<file path="src/rtl/scan_pkg.sv">
package scan_pkg;

    localparam int IR_W = 4;
    localparam logic [IR_W-1:0] IR_CAPTURE = 4'h1;
    localparam logic [IR_W-1:0] IR_BYPASS  = {IR_W{1'b1}};

    typedef enum logic [3:0] {
        ST_EXIT2_DR  = 4'h0,
        ST_EXIT1_DR  = 4'h1,
        ST_SHIFT_DR  = 4'h2,
        ST_PAUSE_DR  = 4'h3,
        ST_SEL_IR    = 4'h4,
        ST_UPDATE_DR = 4'h5,
        ST_CAPT_DR   = 4'h6,
        ST_SEL_DR    = 4'h7,
        ST_EXIT2_IR  = 4'h8,
        ST_EXIT1_IR  = 4'h9,
        ST_SHIFT_IR  = 4'hA,
        ST_PAUSE_IR  = 4'hB,
        ST_IDLE      = 4'hC,
        ST_UPDATE_IR = 4'hD,
        ST_CAPT_IR   = 4'hE,
        ST_RESET     = 4'hF
    } tap_state_t;

    // One step of the state graph for a sampled mode-select bit.
    function automatic tap_state_t tap_next(input tap_state_t s, input logic m);
        tap_state_t n;
        case (s)
            ST_RESET:     n = m ? ST_RESET     : ST_IDLE;
            ST_IDLE:      n = m ? ST_SEL_DR    : ST_IDLE;
            ST_SEL_DR:    n = m ? ST_SEL_IR    : ST_CAPT_DR;
            ST_CAPT_DR:   n = m ? ST_EXIT1_DR  : ST_SHIFT_DR;
            ST_SHIFT_DR:  n = m ? ST_EXIT1_DR  : ST_SHIFT_DR;
            ST_EXIT1_DR:  n = m ? ST_UPDATE_DR : ST_PAUSE_DR;
            ST_PAUSE_DR:  n = m ? ST_EXIT2_DR  : ST_PAUSE_DR;
            ST_EXIT2_DR:  n = m ? ST_UPDATE_DR : ST_SHIFT_DR;
            ST_UPDATE_DR: n = m ? ST_SEL_DR    : ST_IDLE;
            ST_SEL_IR:    n = m ? ST_RESET     : ST_CAPT_IR;
            ST_CAPT_IR:   n = m ? ST_EXIT1_IR  : ST_SHIFT_IR;
            ST_SHIFT_IR:  n = m ? ST_EXIT1_IR  : ST_SHIFT_IR;
            ST_EXIT1_IR:  n = m ? ST_UPDATE_IR : ST_PAUSE_IR;
            ST_PAUSE_IR:  n = m ? ST_EXIT2_IR  : ST_PAUSE_IR;
            ST_EXIT2_IR:  n = m ? ST_UPDATE_IR : ST_SHIFT_IR;
            ST_UPDATE_IR: n = m ? ST_SEL_DR    : ST_IDLE;
            default:      n = ST_RESET;
        endcase
        return n;
    endfunction

    function automatic logic is_shifting(input tap_state_t s);
        return (s == ST_SHIFT_IR) || (s == ST_SHIFT_DR);
    endfunction

endpackage

</file>
<file path="src/rtl/scan_fsm.sv">
module scan_fsm
    import scan_pkg::*;
(
    input  logic       clk,
    input  logic       rst,
    input  logic       tms,
    output tap_state_t state
);

    localparam int RESET_RUN = 5;
    localparam int RUN_W = $clog2(RESET_RUN + 1);

    always_ff @(posedge clk) begin
        if (rst) state <= ST_RESET;
        else     state <= tap_next(state, tms);
    end

    // Run length of consecutive high mode-select samples, for checking only.
    logic [RUN_W-1:0] high_run;
    always_ff @(posedge clk) begin
        if (rst || !tms)                       high_run <= '0;
        else if (high_run != RUN_W'(RESET_RUN)) high_run <= high_run + 1'b1;
    end

    assert_reset_tlr_R1: assert property (@(posedge clk)
        rst |=> (state == ST_RESET));

    assert_five_high_R3: assert property (@(posedge clk) disable iff (rst)
        (high_run == RUN_W'(RESET_RUN)) |-> (state == ST_RESET));

    assert_hold_tlr_R3: assert property (@(posedge clk) disable iff (rst)
        (state == ST_RESET && tms) |=> (state == ST_RESET));

    assert_upd_to_idle_R2: assert property (@(posedge clk) disable iff (rst)
        (state == ST_UPDATE_IR && !tms) |=> (state == ST_IDLE));

endmodule

</file>
<file path="src/rtl/scan_ir.sv">
module scan_ir
    import scan_pkg::*;
#(
    parameter int              W   = IR_W,
    parameter logic [W-1:0]    CAP = W'(IR_CAPTURE)
) (
    input  logic         clk,
    input  logic         rst,
    input  tap_state_t   state,
    input  logic         tdi,
    output logic         sr_out,
    output logic [W-1:0] active
);

    logic [W-1:0] sr;

    always_ff @(posedge clk) begin
        if (rst) begin
            sr <= '0;
        end else if (state == ST_CAPT_IR) begin
            sr <= CAP;
        end else if (state == ST_SHIFT_IR) begin
            sr <= {tdi, sr[W-1:1]};
        end
    end

    always_ff @(posedge clk) begin
        if (rst || state == ST_RESET) active <= '1;
        else if (state == ST_UPDATE_IR) active <= sr;
    end

    assign sr_out = sr[0];

    assert_capture_R6: assert property (@(posedge clk) disable iff (rst)
        (state == ST_CAPT_IR) |=> (sr == CAP));

    assert_active_hold_R7: assert property (@(posedge clk) disable iff (rst)
        !(state == ST_UPDATE_IR || state == ST_RESET) |=> $stable(active));

endmodule

</file>
<file path="src/rtl/scan_bypass.sv">
module scan_bypass
    import scan_pkg::*;
(
    input  logic       clk,
    input  logic       rst,
    input  tap_state_t state,
    input  logic       tdi,
    output logic       bit_q
);

    always_ff @(posedge clk) begin
        if (rst)                       bit_q <= 1'b0;
        else if (state == ST_CAPT_DR)  bit_q <= 1'b0;
        else if (state == ST_SHIFT_DR) bit_q <= tdi;
    end

    assert_bypass_delay_R9: assert property (@(posedge clk) disable iff (rst)
        (state == ST_SHIFT_DR) |=> (bit_q == $past(tdi)));

endmodule

</file>
<file path="src/rtl/scan_port_ctrl.sv">
module scan_port_ctrl
    import scan_pkg::*;
(
    input  logic            tck,
    input  logic            por,
    input  logic            en,
    input  logic            tms,
    input  logic            tdi,
    output logic            tdo,
    output logic            tdo_oe,
    output logic [3:0]      tap_state,
    output logic [IR_W-1:0] instr
);

    logic       rst;
    tap_state_t state;
    logic       ir_bit;
    logic       byp_bit;

    assign rst = por | ~en;

    scan_fsm u_fsm (
        .clk   (tck),
        .rst   (rst),
        .tms   (tms),
        .state (state)
    );

    scan_ir #(.W(IR_W), .CAP(IR_CAPTURE)) u_ir (
        .clk    (tck),
        .rst    (rst),
        .state  (state),
        .tdi    (tdi),
        .sr_out (ir_bit),
        .active (instr)
    );

    scan_bypass u_byp (
        .clk   (tck),
        .rst   (rst),
        .state (state),
        .tdi   (tdi),
        .bit_q (byp_bit)
    );

    // Output stage on the falling edge so the far end samples a settled bit.
    always_ff @(negedge tck) begin
        if (rst) begin
            tdo    <= 1'b1;
            tdo_oe <= 1'b0;
        end else begin
            tdo_oe <= is_shifting(state);
            if (state == ST_SHIFT_IR)      tdo <= ir_bit;
            else if (state == ST_SHIFT_DR) tdo <= byp_bit;
            else                           tdo <= 1'b1;
        end
    end

    assign tap_state = state;

    assert_disabled_R4: assert property (@(posedge tck) disable iff (por)
        !en |=> (instr == IR_BYPASS && state == ST_RESET));

    assert_idle_high_R8: assert property (@(posedge tck) disable iff (rst)
        !tdo_oe |-> tdo);

endmodule

</file>
<file path="config.mk">
export PLATFORM = sky130hd
export DESIGN_NAME = scan_port_ctrl
export DESIGN_NICKNAME = d
export VERILOG_FILES = /design/src/rtl/scan_pkg.sv /design/src/rtl/scan_fsm.sv /design/src/rtl/scan_ir.sv /design/src/rtl/scan_bypass.sv /design/src/rtl/scan_port_ctrl.sv
export SDC_FILE = /design/constraint.sdc
export NUM_CORES = 1
export LEC_CHECK = 0
export BUFFER_PORTS_ARGS = -buffer_cell sky130_fd_sc_hd__buf_4
export CAP_MARGIN = 5
export CORE_MARGIN = 5
export CORE_UTILIZATION = 50
export CTS_BUF_LIST = sky130_fd_sc_hd__clkbuf_8 sky130_fd_sc_hd__clkbuf_16
export CTS_CLUSTER_DIAMETER = 30
export DETAILED_ROUTE_END_ITERATION = 16
export PLACE_DENSITY = 0.79
export RECOVER_POWER = 100
export SLEW_MARGIN = 20
export SYNTH_ARGS = -nofsm -noshare
export SYNTH_HDL_FRONTEND = slang
export SYNTH_SLANG_ARGS = --single-unit
</file>
<file path="constraint.sdc">
create_clock -name tck -period 2.1 [get_ports tck]
set_input_delay 0.105 -clock tck [delete_from_list [all_inputs] [get_ports tck]]
set_output_delay 0.105 -clock tck [all_outputs]
set_load 0.1 [all_outputs]
</file>
# Word level (Yosys, flattened, before mapping)
# Index checks and enable logic that the tools add are counted.
[classes]
eq_ne = 15
bitwise = 2
mux = 17
n_reduce_logical = 9
[op_table]
columns = ["cell", "n"]
rows = [
  ["4-bit case mux with 12 select lines", 1],
  ["4-bit equality test, second input constant", 8],
  ["4-bit by 3-bit equality test with 1-bit output, second input constant", 4],
  ["2-bit two-way mux", 6],
  ["3-bit two-way mux", 4],
  ["4-bit by 2-bit equality test with 1-bit output, second input constant", 2],
  ["2-bit OR reduction", 4],
  ["1-bit two-way mux", 5],
  ["4-bit by 1-bit equality test with 1-bit output, second input constant", 1],
  ["4-bit logical NOT", 1],
  ["4-bit two-way mux", 1],
  ["3-bit OR reduction", 1],
  ["1-bit logical OR", 2],
  ["2-bit nonzero test", 1],
  ["1-bit NOT", 1],
  ["1-bit bitwise OR", 1],
]
[word_totals]
elab_cells = 50
register_bits = 15
in_bits = 5

# Longest topological paths before layout
[depth]
ltp_word = 3
depth_mapped = 4
depth_no_buf = 3

# Cells and area by module
# A second synthesis with hierarchy kept.
[unflattened]
cells_unflattened = 72
hier_area_um2 = 716.9
[by_module_without_submodules]
columns = ["module", "area_per_inst_um2", "cells_per_inst", "instances"]
rows = [
  ["scan_ir", 370.4, 37, 1],
  ["scan_fsm", 190.2, 22, 1],
  ["scan_port_ctrl", 103.8, 8, 1],
  ["scan_bypass", 52.6, 5, 1],
]

==> impl_metrics.csv <==
group,metric,value,unit
floorplan,initial_core_util,52.0,%
sta,whs,0.127,ns
sta,rsz0062_at_grt,"no",
global_routing,grt_max_degree,17,
clock_network,post_cts_buffers,0,
clock_network,cts.root.buffer_cell,"clkbuf_8",
route,route.detailed.drc,0,
route,antenna_left,0,
floorplan,pin_count,15,
critical_path,crit_chain,"buf_4",
finish,seq_area,308,um2
synthesis,syn_area_per_cell,9.42,um2
synthesis,yosysUniqueCellTypes,25,
clock_network,path_clk_slew,0.06,ns
finish,area.growth.synth_to_final,19.0,%
finish,fill_cells,125,
sta,fin_ws,0.0498,ns
finish,nets,91,
critical_path,cp-end-kind,"output pin",
outcome,status,"finished, final reports clean",
critical_path,crit_type,"reg2out",
synthesis,yosysSeqAreaShare,45.5,%
synthesis,async_reset_ff_share,0,%
route,post_drt_wl_per_cell,12.4,um
min_path,hp-class,"in2reg",
finish,multi_input_area,319,um2
placed_design,portBuffers,14,
synthesis,ys_ff_latch,15,
clock_network,cts.htree.levels,1,
synthesis,synth_nets,75,
route,first_pass_iters,2,
pwr,total_power,633,uW
route,avgViaCountPerCell,5.39,
clock_network,cts_max_path_buffers,2,
clock_network,cts_made_buffers,3,
placed_design,gp_congestion,0.718,
clock_network,cts_tree,"yes",
sta,setup_viol,0,
global_routing,antenna_found_initial,0,
finish,final_layout_size_suffix_gt1_share,22.4,%
critical_path,crit_slowest_cell,"dfxtp_1",
run,maxCapViolCount,0,
critical_path,path_buf_inv,1,
global_routing,grt_pass1_vias,487,
floorplan,die_w,46.3,um
floorplan,fp-row-count,13,
sta,skew,0.0693,ns
global_routing,grt.overflow.total,0,
critical_path,cp.arrival,1.95,ns
sta,hold_viol,0,
pwr,worst_ir_drop_vdd,397,uV
synthesis,synth_ff_type,"dfxtp_1",
pwr,power_per_cell_area,806,nW/um2
critical_path,critPathMaxFanout,1,
clock_network,clk_latency,0.31,ns
pwr,leakage,0.000337,uW
floorplan,fp.dieArea,2150,um2
critical_path,required,2.00,ns
synthesis,netlist_area,659,um2
finish,finish.utilization,61.8,%
floorplan,coreArea,1270,um2
placed_design,dpl_worst_slack,0.155,ns
critical_path,startpoint_type,"flip-flop",
critical_path,critPathMaxStageDelay,0.30,ns
clock_network,cts.sinks,15,
clock_network,cts_hold_buffers,0,
sta,slew_headroom,22.6,%
sta,worstMarginPinSlew,1.17,ns
floorplan,die_h,46.3,um
finish,diodes,0,
route,wl,1.24,mm
route,drt_first_iter_violations,6,
global_routing,grt_use_total,13.5,%
placed_design,dp_hpwl,915,um
sta,setup_tns,0,ns
critical_path,cp_top_family,"flip-flops",
synthesis,syn_inst,70,
synthesis,synth_edf_count,0,
route,via_count,539,
global_routing,grt_pass1_wl,2.04,mm
synthesis,yosys_warnings,0,
sta,finalMaxSlewViolations,0,
clock_network,cts.repair.resized,0,
-- layout make-up --
class	instances	share of cell area (%)
multi-input combinational	49	40.7
sequential	15	39.2
timing repair buffer	15	10.8
clock buffer	3	5.26
tap	15	2.39
clock inverter	3	1.59
-- registers in the layout, indices dropped and copies added, names as in the netlist --
name	count
tdo	1
tdo_oe	1
u_byp.bit_q	1
u_fsm.state	4
u_ir.active	4
u_ir.sr	4
-- cell families after synthesis --
kind of cell           count (synthesis)  synth area share [%]
AND/OR/NAND/NOR                       29                  26.6
buffers and inverters                  6                  5.12
AO/OA/AOI/OAI                         15                  15.2
multiplexers                           5                  7.59
flip-flops                            15                  45.5
-- cell usage after synthesis, drive strengths merged (2+ instances only) --
cell | instances | area, um2
o21ai | 3 | 15.0
dfxtp | 15 | 300
a21oi | 6 | 30.0
nand3 | 2 | 10.0
nand2b | 2 | 20.0
nand3b | 6 | 45.0
nor2 | 2 | 7.51
buf | 4 | 26.3
nand2 | 10 | 37.5
nor3 | 3 | 15.0
mux2i | 5 | 50.1
-- path summary, 6_finish.rpt --
| kind | start | cells past startpoint | slack (ns) | endpoint |
|---|---|---|---|---|
| max reg2reg | u_fsm.state[3]$_SDFF_PP1_ | 2 | 0.12 | tdo$_SDFF_NP1_ |
| min reg2reg | u_ir.sr[2]$_SDFFE_PP0P_ | 2 | 0.47 | u_ir.sr[2]$_SDFFE_PP0P_ |
| max | tdo$_SDFF_NP1_ | 1 | 0.05 | tdo |
| min | tms | 2 | 0.13 | u_fsm.state[0]$_SDFF_PP1_ |
-- stage by stage --
stage,area (um2),std cells
floorplan,686,70
global placement,781,95
detailed placement,781,95
CTS,831,100
global route,785,100
finish,785,100
-- metal layers --
layer  GRT usage (%)  wire [um]  vias up
met2            22.3        607       11
met1            16.0        555      247
met5               0          0        -
met3            3.52         73        2
met4            6.82          6        0
li1                -          -      279
-- cells in the final DEF, fill, tap and decap left out, types with 2 or more instances in the layout --
cell,synthesis,final
buf_4,0,7
clkbuf_8,0,3
inv_1,1,2
clkbuf_2,0,2
dfxtp_4,0,2
clkbuf_1,1,6
nand2_1,10,10
o21ai_0,3,3
nor2_1,2,2
a21oi_1,6,6
nand3b_1,6,6
dfxtp_1,15,13
nand3_1,2,2
mux2i_1,5,5
nor3_1,3,3
-- power by group --
part	internal, uW	switching, uW	total [uW]
sequential	290	13.1	303
clock	136	108	244
combinational	28.3	57.6	85.9
total	454	178	633
No activity file was read; power rests on OpenSTA's default activity.
